File: config.mk
export PLATFORM = sky130hd
export DESIGN_NAME = sar_slice
export DESIGN_NICKNAME = d
export VERILOG_FILES = /design/src/rtl/sar_pkg.sv /design/src/rtl/sar_ctrl.sv /design/src/rtl/sar_pointer.sv /design/src/rtl/sar_result.sv /design/src/rtl/sar_serial.sv /design/src/rtl/sar_slice.sv
export SDC_FILE = /design/constraint.sdc
export NUM_CORES = 1
export LEC_CHECK = 0
export ABC_CLOCK_PERIOD_IN_PS = 1300
export BUFFER_PORTS_ARGS = -buffer_cell sky130_fd_sc_hd__buf_2
export CAP_MARGIN = 10
export CORE_ASPECT_RATIO = 1.1
export CORE_MARGIN = 1.5
export CORE_UTILIZATION = 40
export CTS_BUF_LIST = sky130_fd_sc_hd__clkbuf_8 sky130_fd_sc_hd__clkbuf_16
export DETAILED_ROUTE_END_ITERATION = 10
export SYNTH_ARGS = -nofsm -noshare
export SYNTH_HDL_FRONTEND = slang
export SYNTH_SLANG_ARGS = --single-unit
File: constraint.sdc
create_clock -name clk -period 1.3 [get_ports clk]
set_input_delay 0.26 -clock clk [delete_from_list [all_inputs] [get_ports clk]]
set_output_delay 0.26 -clock clk [all_outputs]
set_load 0.02 [all_outputs]
File: src/rtl/sar_pkg.sv
// Shared types for the successive approximation slice.
// Assumes: the controller is the only user of the state encoding.
package sar_pkg;

    // Controller state: cleared after reset, converting, or holding a result.
    typedef enum logic [1:0] {
        SAR_EMPTY = 2'd0,
        SAR_RUN   = 2'd1,
        SAR_HOLD  = 2'd2
    } sar_state_e;

endpackage

File: src/rtl/sar_ctrl.sv
// Conversion sequencer: accepts a start, turns each edge of a conversion into
// either a decision or a truncation, and reports the completing edge.
// Assumes: ptr_lsb is high exactly when bit 0 is under trial.
module sar_ctrl
    import sar_pkg::*;
#(
    parameter bit SELF_START = 1'b0
) (
    input  logic       clk,
    input  logic       rst_n,
    input  logic       start,
    input  logic       trunc,
    input  logic       ptr_lsb,
    output sar_state_e state_q,
    output logic       load,
    output logic       decide,
    output logic       withdraw,
    output logic       finish
);

    sar_state_e state_d;
    logic       idle;
    logic       auto_go;

    // Classify the coming edge: accept a start, decide a bit, or truncate.
    always_comb begin
        idle     = (state_q != SAR_RUN);
        auto_go  = SELF_START && (state_q == SAR_EMPTY);
        load     = idle && (start || auto_go);
        withdraw = !idle && trunc;
        decide   = !idle && !trunc;
        finish   = withdraw || (decide && ptr_lsb);
    end

    // Next state: load enters a conversion, a completing edge leaves it.
    always_comb begin
        state_d = state_q;
        if (load) begin
            state_d = SAR_RUN;
        end else if (finish) begin
            state_d = SAR_HOLD;
        end
    end

    // State register with synchronous active-low reset.
    always_ff @(posedge clk) begin
        if (!rst_n) begin
            state_q <= SAR_EMPTY;
        end else begin
            state_q <= state_d;
        end
    end

endmodule

File: src/rtl/sar_pointer.sv
// One-hot marker of the bit under trial. It enters at the top on load, steps
// down one place per decision, and empties on the completing edge.
// Assumes: load, decide and finish come from sar_ctrl.
module sar_pointer #(
    parameter int WIDTH = 8
) (
    input  logic             clk,
    input  logic             rst_n,
    input  logic             load,
    input  logic             decide,
    input  logic             finish,
    output logic [WIDTH-1:0] ptr
);

    // chain[WIDTH] is a constant empty stage above the top bit.
    logic [WIDTH:0] chain;
    assign chain[WIDTH] = 1'b0;

    for (genvar i = 0; i < WIDTH; i++) begin : g_stage
        logic stage_q;

        // Marker stage i: set on load at the top, else fed from the stage above.
        always_ff @(posedge clk) begin
            if (!rst_n) begin
                stage_q <= 1'b0;
            end else if (load) begin
                stage_q <= (i == WIDTH - 1);
            end else if (finish) begin
                stage_q <= 1'b0;
            end else if (decide) begin
                stage_q <= chain[i+1];
            end
        end

        assign chain[i] = stage_q;
        assign ptr[i]   = stage_q;
    end

endmodule

File: src/rtl/sar_result.sv
// Trial/result register. Each bit is loaded, decided, withdrawn, or set as
// the next trial bit according to the marker position.
// Assumes: ptr is one-hot during a conversion and all zero otherwise.
module sar_result #(
    parameter int WIDTH = 8
) (
    input  logic             clk,
    input  logic             rst_n,
    input  logic             load,
    input  logic             decide,
    input  logic             withdraw,
    input  logic             cmp_keep,
    input  logic [WIDTH-1:0] ptr,
    output logic [WIDTH-1:0] trial
);

    // above[i] is high when the bit just above i is under trial.
    logic [WIDTH:0] above;
    assign above[WIDTH] = 1'b0;
    assign above[WIDTH-1:0] = {1'b0, ptr[WIDTH-1:1]};

    for (genvar i = 0; i < WIDTH; i++) begin : g_bit
        logic bit_q;

        // Result bit i: top-only on load, decision or withdrawal under trial, trial set below.
        always_ff @(posedge clk) begin
            if (!rst_n) begin
                bit_q <= 1'b0;
            end else if (load) begin
                bit_q <= (i == WIDTH - 1);
            end else if (ptr[i] && withdraw) begin
                bit_q <= 1'b0;
            end else if (ptr[i] && decide) begin
                bit_q <= cmp_keep;
            end else if (above[i] && decide) begin
                bit_q <= 1'b1;
            end
        end

        assign trial[i] = bit_q;
    end

endmodule

File: src/rtl/sar_serial.sv
// Output stage: shows each decided bit on the serial pin and turns the
// completing edge into a one-cycle done pulse.
// Assumes: decide and finish come from sar_ctrl.
module sar_serial (
    input  logic clk,
    input  logic rst_n,
    input  logic decide,
    input  logic finish,
    input  logic cmp_keep,
    output logic ser_out,
    output logic done
);

    // Serial bit: capture each decision as it is made.
    always_ff @(posedge clk) begin
        if (!rst_n) begin
            ser_out <= 1'b0;
        end else if (decide) begin
            ser_out <= cmp_keep;
        end
    end

    // Done pulse: high for the cycle after a completing edge.
    always_ff @(posedge clk) begin
        if (!rst_n) begin
            done <= 1'b0;
        end else begin
            done <= finish;
        end
    end

endmodule

File: src/rtl/sar_slice.sv
// Cascadable successive approximation register slice.
// Sequencer, trial marker, result register and serial/done stage wired together.
// Assumes: the external comparator settles within one clock of a trial change.
module sar_slice
    import sar_pkg::*;
#(
    parameter int WIDTH      = 8,
    parameter bit SELF_START = 1'b0
) (
    input  logic             clk,
    input  logic             rst_n,
    input  logic             start,
    input  logic             cmp_keep,
    input  logic             trunc,
    output logic [WIDTH-1:0] trial,
    output logic             ser_out,
    output logic             done
);

    sar_state_e       state_q;
    logic             load;
    logic             decide;
    logic             withdraw;
    logic             finish;
    logic             busy;
    logic [WIDTH-1:0] ptr;

    assign busy = (state_q == SAR_RUN);

    sar_ctrl #(
        .SELF_START(SELF_START)
    ) u_ctrl (
        .clk     (clk),
        .rst_n   (rst_n),
        .start   (start),
        .trunc   (trunc),
        .ptr_lsb (ptr[0]),
        .state_q (state_q),
        .load    (load),
        .decide  (decide),
        .withdraw(withdraw),
        .finish  (finish)
    );

    sar_pointer #(
        .WIDTH(WIDTH)
    ) u_pointer (
        .clk   (clk),
        .rst_n (rst_n),
        .load  (load),
        .decide(decide),
        .finish(finish),
        .ptr   (ptr)
    );

    sar_result #(
        .WIDTH(WIDTH)
    ) u_result (
        .clk     (clk),
        .rst_n   (rst_n),
        .load    (load),
        .decide  (decide),
        .withdraw(withdraw),
        .cmp_keep(cmp_keep),
        .ptr     (ptr),
        .trial   (trial)
    );

    sar_serial u_serial (
        .clk     (clk),
        .rst_n   (rst_n),
        .decide  (decide),
        .finish  (finish),
        .cmp_keep(cmp_keep),
        .ser_out (ser_out),
        .done    (done)
    );

endmodule

==> results of run 1 <==
==> state kept, by name (all words and copies together), names as in the netlist <==
register / flops
u_ctrl.state_q: 2
u_pointer.g_stage.stage_q: 8
u_result.g_bit.bit_q: 8
u_serial.done: 1
u_serial.ser_out: 1
==> metal layers <==
| metal | vias to the layer above | track usage (%) | wire [um] | part of all wire [%] |
|---|---|---|---|---|
| li1 | 329 | - | - | - |
| met2 | 11 | 22.9 | 786 | 49 |
| met4 | 0 | 12.2 | 38 | 2.4 |
| met3 | 4 | 3.10 | 39 | 2.4 |
| met5 | - | 0 | 0 | 0 |
| met1 | 296 | 18.9 | 742 | 46 |
==> final cells by class <==
| cell class | count | area (um^2) | area share (%) |
|---|---|---|---|
| inverter | 10 | 37.5 | 3.38 |
| clock buffer | 4 | 55.1 | 4.96 |
| timing repair buffer | 23 | 168 | 15.1 |
| tap | 28 | 35.0 | 3.16 |
| sequential | 20 | 404 | 36.4 |
| multi-input combinational | 46 | 410 | 37.0 |
==> synth_stat cells, drive strengths merged <==
| library cell | count |
|---|---|
| inv | 10 |
| a21o | 1 |
| nor2b | 1 |
| mux2 | 1 |
| dfxtp | 20 |
| o21ai | 9 |
| nor3 | 7 |
| nor2 | 3 |
| nor3b | 1 |
| a21oi | 3 |
| nand2b | 1 |
| a221oi | 8 |
| buf | 9 |
| or2 | 1 |
| mux2i | 9 |
| and3 | 1 |
==> what timing repair did <==
item / 4_1_cts / 5_1_grt
buffers inserted: 0 / 2
hold buffers: 0 / 0
setup endpoints to repair: 0 / 9
gates resized for setup: 0 / 12
==> cells by family (layout without fill, tap and decap cells) <==
logic type	Yosys count	count (layout)
compound gates	21	21
flops	20	20
buf+inv	19	37
simple gates	15	15
mux	10	10
==> power groups by stage <==
stage | Combinational (mW) | Sequential [mW] | Clock (mW)
detailed placement | 0.129 | 0.649 | 0
global route | 0.163 | 0.638 | 0.511
CTS | 0.130 | 0.635 | 0.491
global placement | 0.128 | 0.648 | 0
finish | 0.149 | 0.636 | 0.471
floorplan | 0.0837 | 0.650 | 0
==> how the worst max path moves through the flow <==
stage	from	to	slack, ns	cells after the start
global placement	trunc	u_result.g_bit[4].bit_q	0.08	5
global route	u_ctrl.state_q[0]	u_pointer.g_stage[6].stage_q	-0.02	5
CTS	u_ctrl.state_q[0]	u_result.g_bit[4].bit_q	0.02	4
finish	u_ctrl.state_q[0]	u_result.g_bit[0].bit_q	0.03	5
detailed placement	u_ctrl.state_q[0]	u_result.g_bit[4].bit_q	0.04	4
floorplan	u_ctrl.state_q[0]	u_pointer.g_stage[0].stage_q	0.12	4
==> stage by stage <==
step           setup WS, ns  hold slack (ns)  total power, mW  instances  TNS [ns]
2_1_floorplan         0.118            0.396            0.734         85         0
3_3_place_gp         0.0802            0.455            0.777        124         0
3_5_place_dp         0.0392            0.459            0.778        124         0
4_1_cts              0.0189            0.266             1.26        128         0
5_1_grt             -0.0245            0.280             1.31        131   -0.0668
6_report             0.0312            0.269             1.26        131         0
==> worst register-to-register path, delay by kind of cell, from the launching register on <==
family          cells  cell delay, ns
flops               1            0.37
simple gates        1            0.29
buf+inv             2            0.27
compound gates      2            0.27
==> run metrics, run 1 <==
LEAKAGE=approximately 0.42 nW; die area=2510 um^2; hold path start=rst_n; I/O Pins=15; Syn Area/Cell=between 10 and 15 um^2; synth unique cells=21; FF-to-FF End=u_result.g_bit[0].bit_q; initial antenna violation count=0; adder-cell share of the synthesized area=0%; Worst Hold End=u_ctrl.state_q[0]; Initial DRC Count=3; status=complete, no violations; Row Count=17; Compound-Gate Fraction of Synth Area=about 17%; most frequent cells in the layout=dfxtp_1, buf_2, inv_1; Final Hold Fails=0; slowest CP cell=dfxtp_4; Yosys top cell by area=dfxtp_1; cell count after synthesis=85; cts bufs inserted=3; DRT Pass-1 Iters=4; Syn Nets=90; Clk network pwr share=a little under two fifths; sequential power share=50.6%; internal power=between 0.9 and 1 mW; kind of critical path=register to register; multiplexer share of the synthesized area=11.8%; ANT cells=0; worst-skew pair later-pin latency=0.26 ns; gpl congestion=0.668; Residual DRC=0; fin crit period=1.27 ns; pins over their slew limit=0; Psw=0.292 mW; filler instances=197; CP endpoint kind=register; Yosys warnings=0; Die Width=47.9 um; GRT Overall Usage=between 15 and 20%; Final Cell Area=1110 um^2; ANT nets after route=0; highest clock rate=788 MHz; WHS Path Cells=3; Final setup viols=0; global-route wire length before repair=between 2000 and 3000 um; flop2flop setup slack=0.03 ns; vias after detailed routing=640; CP Cell Sequence=nor3b_4 > buf_12 > buf_4 > o21ai_1 > a221oi_2; commonest non-fill, non-tap cell in the layout=dfxtp_1; Synth Register Bits=20; core area=between 2000 and 2500 um^2; Critical Path RT=between 1 and 1.5 ns; Seq/Total Area, Yosys=45.1%; Routed WL per cell=roughly 12 um; DIE HEIGHT=around 52 um; Crit path buffers/inverters=2; Hold WC Path Type=primary input to register; PwrDens=1130 nW/um^2; Max VDD drop=0.607 mV; vias in the first global route=582; CTS max path bufs=2; GR Overflow Total=0; Max Cap Viol=0; Least-Margin Pin Slew=~0.28 ns; Clock Sinks=20; # H-tree levels=1; DPL Wire Length=1050 um; share of layout cells above drive strength 1=between 40% and 50%; startpoint class of the critical path=register; placed cell area=978 um^2; Top delay family on crit path=flip-flops; drt via density=4.89; combinational family with the most area after synthesis=compound AO/OA/AOI/OAI gates; Clock Skew=between 0.0015 and 0.002 ns; Area growth syn-to-layout=25.1%; initial core utilization=43.4%; largest cells by area after synthesis=dfxtp_1, mux2i_1, nor3_2; total length of routed wires=1610 um; slowest stage delay, CP=0.37 ns; clock root buffer=clkbuf_8; Cell Area, Synth=887 um^2; worst r2r src=u_ctrl.state_q[0]; final core utilization=between 50% and 60%; Critical Path Fanout Max=7; XOR/XNOR share of the synthesized area=0%; layout net count=109; fin crit share=between 90% and 100%; synthesized-area fraction occupied by and/or/nand/nor cells=approximately 13%; Worst EP arrival=1.44 ns; RSZ-0062 raised after global routing=true; area share of the largest cell type after synthesis=45.1%; switching share of total power=a little under a quarter; clk slew on worst S/H paths=~0.07 ns; reg2reg path depth=5; CTS tree=built; largest net degree at the start of global routing=16; Comb pwr share=11.9%; Port Buf Inserts=14; headroom to the max-slew limit=slightly above 80%
Power figures use the tool's default switching activity.
==> run 2, diff against run 1 <==
--- a/config.mk
+++ b/config.mk
@@ -5,7 +5,7 @@
 export SDC_FILE = /design/constraint.sdc
 export NUM_CORES = 1
 export LEC_CHECK = 0
-export ABC_CLOCK_PERIOD_IN_PS = 1300
+export ABC_CLOCK_PERIOD_IN_PS = 1500
 export BUFFER_PORTS_ARGS = -buffer_cell sky130_fd_sc_hd__buf_2
 export CAP_MARGIN = 10
 export CORE_ASPECT_RATIO = 1.1
==> constraint.sdc (replaced) <==
create_clock -name clk -period 1.5 [get_ports clk]
set_input_delay 0.3 -clock clk [delete_from_list [all_inputs] [get_ports clk]]
set_output_delay 0.3 -clock clk [all_outputs]
set_load 0.02 [all_outputs]
==> run metrics, run 2 (synthesis results as in run 1) <==
Post-CTS Hold Fix Bufs=0 (unchanged); pre-CTS setup slack=0.212 ns (+0.173 ns); Max VDD drop=0.527 mV (-13%); Residual DRC=0 (unchanged); kind of critical path=register to register; post_cts resized=0 (unchanged); total length of routed wires=1400 um (-13%); Port Buf Inserts=14 (unchanged); commonest non-fill, non-tap cell in the layout=dfxtp_1; initial core utilization=43.4% (unchanged); global-route wire length before repair=2350 um (-10%); filler instances=210 (+6.6%); worst-skew pair later-pin latency=0.26 ns (about the same); Clk network pwr share=34.5% (-3.0 points); Finished Layout Cells=124 (-5.3%); CP endpoint kind=register; gpl congestion=0.673 (+0.82%); CP Cell Sequence=nor3b_2 > buf_4 > o21ai_0 > a221oi_1; Final Cell Area=985 um^2 (-11%); Final Hold Fails=0 (unchanged); LEAKAGE=0.376 nW (-11%); slowest stage delay, CP=0.38 ns (about the same); Max Cap Viol=0 (unchanged); vias after detailed routing=621 (-3.0%); most frequent cells in the layout=dfxtp_1, buf_2, mux2i_1, inv_1; DIE HEIGHT=52.4 um (unchanged); fin crit period=1.27 ns (-0.00338 ns); drt via density=5.01 (+2.5%); clock root buffer=clkbuf_8; Critical Path Fanout Max=15 (+8); Comb pwr share=10.2% (-1.7 points); I/O Pins=15 (unchanged); clk slew on worst S/H paths=0.07 ns (about the same); Clock Skew=0.00122 ns (-0.000501 ns); Final setup viols=0 (unchanged); layout net count=103 (-5.5%); Area growth syn-to-layout=11.0%; status=complete, no violations; worst hold margin=0.313 ns (+0.0445 ns); switching share of total power=23.5% (+0.30 points); Inst Count DP=121 (-2.4%); Largest regs=u_pointer.g_stage.stage_q: 8 flops, u_result.g_bit.bit_q: 8 flops, u_ctrl.state_q: 2 flops; RSZ-0062 raised after global routing=false; Psw=0.234 mW (-20%); initial antenna violation count=0 (unchanged); die area=2510 um^2 (unchanged); headroom to the max-slew limit=77.4% (-3.8 points); cts bufs inserted=3 (unchanged); pins over their slew limit=0 (unchanged); placed cell area=943 um^2 (-3.6%); largest net degree at the start of global routing=16 (unchanged); Initial DRC Count=12 (+9); CTS tree=built; Die Width=47.9 um (unchanged); CTS max path bufs=2 (unchanged); ANT nets after route=0 (unchanged); DPL Wire Length=983 um (-6.4%); Critical Path RT=1.67 ns (+0.19 ns); startpoint class of the critical path=register; GRT Overall Usage=14.1% (-1.4 points); fin crit share=84.4% (-13 points); setup_tns=0 ns (unchanged); Hold WC Path Type=primary input to register; Clock Sinks=20 (unchanged); total power=0.995 mW (-21%); Least-Margin Pin Slew=0.338 ns (+0.0577 ns); vias in the first global route=522 (-10%); highest clock rate=790 MHz (+0.27%); # H-tree levels=1 (unchanged); ANT cells=0 (unchanged); core area=2040 um^2 (unchanged); Routed WL per cell=11.3 um (-7.6%); share of layout cells above drive strength 1=35.4% (-10 points); final core utilization=48.2% (-6.1 points); Final WS setup=0.235 ns (+0.203 ns); GR Overflow Total=0 (unchanged); Row Count=17 (unchanged); PwrDens=1010 nW/um^2 (-11%); internal power=0.761 mW (-21%); Post-CTS Setup Bufs=0 (unchanged); sequential power share=55.3% (+4.7 points); slowest CP cell=dfxtp_1; DRT Pass-1 Iters=4 (unchanged); Worst EP arrival=1.43 ns (about the same)
run 2: routing by layer:
metal / track usage (%) / part of all wire [%] / vias to the layer above / wire, um
met5: 0 / 0 / - / 0
met3: 4.14 / 3.7 / 5 / 52
met2: 18.7 / 44 / 12 / 624
li1: - / - / 320 / -
met4: 10.8 / 3.3 / 0 / 46
met1: 18.4 / 48 / 284 / 679
run 2: power by group through the flow:
stage	Combinational, mW	Sequential [mW]	Clock [mW]
2_1_floorplan	0.0725	0.564	0
3_3_place_gp	0.102	0.562	0
3_5_place_dp	0.102	0.562	0
4_1_cts	0.103	0.550	0.360
5_1_grt	0.112	0.551	0.375
6_report	0.101	0.550	0.343
run 2: final timing paths:
| kind | startpoint | to | slack (ns) | cells past startpoint |
|---|---|---|---|---|
| max | u_ctrl.state_q[0] | u_result.g_bit[4].bit_q | 0.23 | 4 |
| min | rst_n | u_pointer.g_stage[7].stage_q | 0.31 | 3 |
| max reg2reg | u_ctrl.state_q[0] | u_result.g_bit[4].bit_q | 0.23 | 4 |
| min reg2reg | u_result.g_bit[1].bit_q | u_result.g_bit[1].bit_q | 0.46 | 2 |
run 2: area by class of cell:
cell class,count,area (um^2),area share (%)
tap,28,35.0,3.56
timing repair buffer,17,92.6,9.40
sequential,20,400,40.7
clock buffer,3,41.3,4.19
multi-input combinational,46,378,38.4
inverter,10,37.5,3.81
run 2: worst max-delay path: cells and delay by family (launching register included):
kind	cells	cell delay (ns)
DFF	1	0.38
AOI/OAI and AO/OA	2	0.39
buffers and inverters	1	0.24
and+or+nand+nor	1	0.17
==> run 3, diff against run 2 <==
--- a/config.mk
+++ b/config.mk
@@ -5,7 +5,7 @@
 export SDC_FILE = /design/constraint.sdc
 export NUM_CORES = 1
 export LEC_CHECK = 0
-export ABC_CLOCK_PERIOD_IN_PS = 1500
+export ABC_CLOCK_PERIOD_IN_PS = 1050
 export BUFFER_PORTS_ARGS = -buffer_cell sky130_fd_sc_hd__buf_2
 export CAP_MARGIN = 10
 export CORE_ASPECT_RATIO = 1.1
==> constraint.sdc (replaced) <==
create_clock -name clk -period 1.05 [get_ports clk]
set_input_delay 0.21 -clock clk [delete_from_list [all_inputs] [get_ports clk]]
set_output_delay 0.21 -clock clk [all_outputs]
set_load 0.02 [all_outputs]
==> run metrics, run 3 (synthesis results as in run 1) <==
drt via density=4.86 (-3.0%); fin crit period=1.21 ns (-0.0519 ns); FF-to-FF End=u_pointer.g_stage[0].stage_q; WHS Path Cells=3 (unchanged); share of layout cells above drive strength 1=51.4% (+16 points); core area=2040 um^2 (unchanged); filler instances=214 (+1.9%); Crit path buffers/inverters=2 (+1); Max VDD drop=0.829 mV (+57%); slowest stage delay, CP=0.35 ns (-0.03 ns); Multi-input gate area=420 um^2 (+11%); vias after detailed routing=656 (+5.6%); Psw=0.355 mW (+51%); Max Cap Viol=0 (unchanged); CTS max path bufs=2 (unchanged); DIE HEIGHT=52.4 um (unchanged); total length of routed wires=1510 um (+7.6%); DRT Pass-1 Iters=4 (unchanged); Critical Path Fanout Max=11 (-4); gpl congestion=0.679 (+0.92%); headroom to the max-slew limit=84.2% (+6.7 points); status=complete, but fails checks; Die Width=47.9 um (unchanged); Clock Sinks=20 (unchanged); layout net count=113 (+9.7%); Critical Path RT=1.20 ns (-0.47 ns); clk slew on worst S/H paths=0.07 ns (about the same); CP Cell Sequence=nor3b_4 > buf_12 > buf_4 > mux2i_1 > nor3_2; Least-Margin Pin Slew=0.238 ns (-0.101 ns); critical path endpoint=u_pointer.g_stage[0].stage_q; kind of critical path=register to register; placed cell area=1010 um^2 (+7.6%); ANT nets after route=0 (unchanged); clock root buffer=clkbuf_8; reg2reg path depth=5 (+1); Top delay family on crit path=flip-flops; highest clock rate=824 MHz (+4.3%); vias in the first global route=587 (+12%); slowest CP cell=dfxtp_2; Largest regs=u_pointer.g_stage.stage_q: 8 flops, u_result.g_bit.bit_q: 8 flops, u_ctrl.state_q: 2 flops; startpoint class of the critical path=register; die area=2510 um^2 (unchanged); WP depth=5 (+1); Port Buf Inserts=14 (unchanged); RSZ-0062 raised after global routing=true; final core utilization=55.4% (+7.2 points); LEAKAGE=0.438 nW (+16%); worst hold margin=0.219 ns (-0.0943 ns); Final Hold Fails=0 (unchanged); Clk network pwr share=36.6% (+2.1 points); PwrDens=1380 nW/um^2 (+36%); sequential power share=50.6% (-4.7 points); Row Count=17 (unchanged); internal power=1.20 mW (+58%); switching share of total power=22.8% (-0.78 points); pins over their slew limit=0 (unchanged); setup_tns=-1.72 ns (-1.72 ns); worst-skew pair later-pin latency=0.25 ns (about the same); flop2flop setup slack=-0.16 ns (-0.40 ns); worst r2r src=u_ctrl.state_q[0]; register area=403 um^2 (+0.62%); Comb pwr share=12.8% (+2.6 points); Final Cell Area=1130 um^2 (+15%); GRT Overall Usage=14.8% (+0.70 points); cts bufs inserted=3 (unchanged); ANT cells=0 (unchanged); Initial DRC Count=7 (-5); largest net degree at the start of global routing=16 (unchanged); Post-CTS Hold Fix Bufs=0 (unchanged); Final WS setup=-0.163 ns (-0.398 ns); Area growth syn-to-layout=27.5%; Hold WC Path Type=primary input to register; initial antenna violation count=0 (unchanged); crit path launch=u_ctrl.state_q[0]; CP endpoint kind=register; Residual DRC=0 (unchanged); Clock Skew=0.00486 ns (+0.00364 ns); I/O Pins=15 (unchanged); fin crit share=116% (+31 points); GR Overflow Total=0 (unchanged); # H-tree levels=1 (unchanged); initial core utilization=43.4% (unchanged); CTS tree=built; DPL Wire Length=1030 um (+4.4%); failing checks=negative setup slack; most frequent cells in the layout=dfxtp_1, buf_2, buf_4; commonest non-fill, non-tap cell in the layout=dfxtp_1; Worst EP arrival=1.36 ns (-0.07 ns); Final setup viols=16 (+16); global-route wire length before repair=2580 um (+10%); Routed WL per cell=11.2 um (-1.1%)
==> run 3: changes by cell type in the layout (fill, tap and decap cells not counted), moves of 3 or more <==
cell      previous run  this run
buf_4                3        12
o21ai_0              7         3
o21ai_1              2         6
a221oi_1             6         3
a221oi_2             2         5
mux2i_1              9         6
mux2i_2              0         3
==> run 3: what timing repair did <==
item,4_1_cts,5_1_grt
buffers inserted,0,4
resized for setup,3,8
hold endpoints to repair,0,0
setup endpoints to repair,17,17
pin swaps,0,1
gates cloned,0,0
==> run 3: power groups by stage <==
stage	Clock, mW	Combinational [mW]	Sequential, mW
final	0.571	0.199	0.788
after global routing	0.620	0.218	0.790
after CTS	0.592	0.181	0.787
after detailed placement	0	0.180	0.805
after global placement	0	0.180	0.804
after floorplan	0	0.108	0.807
==> run 3: per-stage QoR <==
| stage | std cells | setup WS [ns] | total power, mW |
|---|---|---|---|
| final | 135 | -0.163 | 1.56 |
| after global routing | 135 | -0.237 | 1.63 |
| after CTS | 131 | -0.110 | 1.56 |
| after floorplan | 85 | -0.0680 | 0.915 |
| after global placement | 127 | -0.120 | 0.984 |
| after detailed placement | 127 | -0.142 | 0.985 |
==> run 3: tightest hold or removal path: cells and delay by family <==
| family | cells | cell delay [ns] |
|---|---|---|
| AOI/OAI and AO/OA | 1 | 0.07 |
| and+or+nand+nor | 1 | 0.04 |
| buffers and inverters | 1 | 0.12 |
==> run 3: how the worst min path moves through the flow <==
| stage | end | start |
|---|---|---|
| after floorplan | u_ctrl.state_q[0] | rst_n |
| after global placement | u_result.g_bit[1].bit_q | u_result.g_bit[1].bit_q |
| after detailed placement | u_result.g_bit[2].bit_q | u_result.g_bit[2].bit_q |
| after CTS | u_pointer.g_stage[7].stage_q | rst_n |
| after global routing | u_ctrl.state_q[0] | rst_n |
| final | u_pointer.g_stage[7].stage_q | rst_n |
==> run 3: final cells by class <==
| cell class | count | share of cell area [%] |
|---|---|---|
| clock buffers | 4 | 4.87 |
| inverters | 10 | 3.32 |
| multi-input cells | 46 | 37.2 |
| flip-flops and latches | 20 | 35.6 |
| well taps | 28 | 3.10 |
| repair buffers | 27 | 15.9 |
==> run 3: layer usage <==
metal | vias up | part of all wire, % | wire, um | global-route usage (%)
li1 | 338 | - | - | -
met1 | 306 | 48 | 724 | 18.4
met2 | 10 | 48 | 729 | 22.9
met3 | 2 | 3.0 | 46 | 3.10
met4 | 0 | 0.66 | 10 | 8.11
met5 | - | 0 | 0 | 0
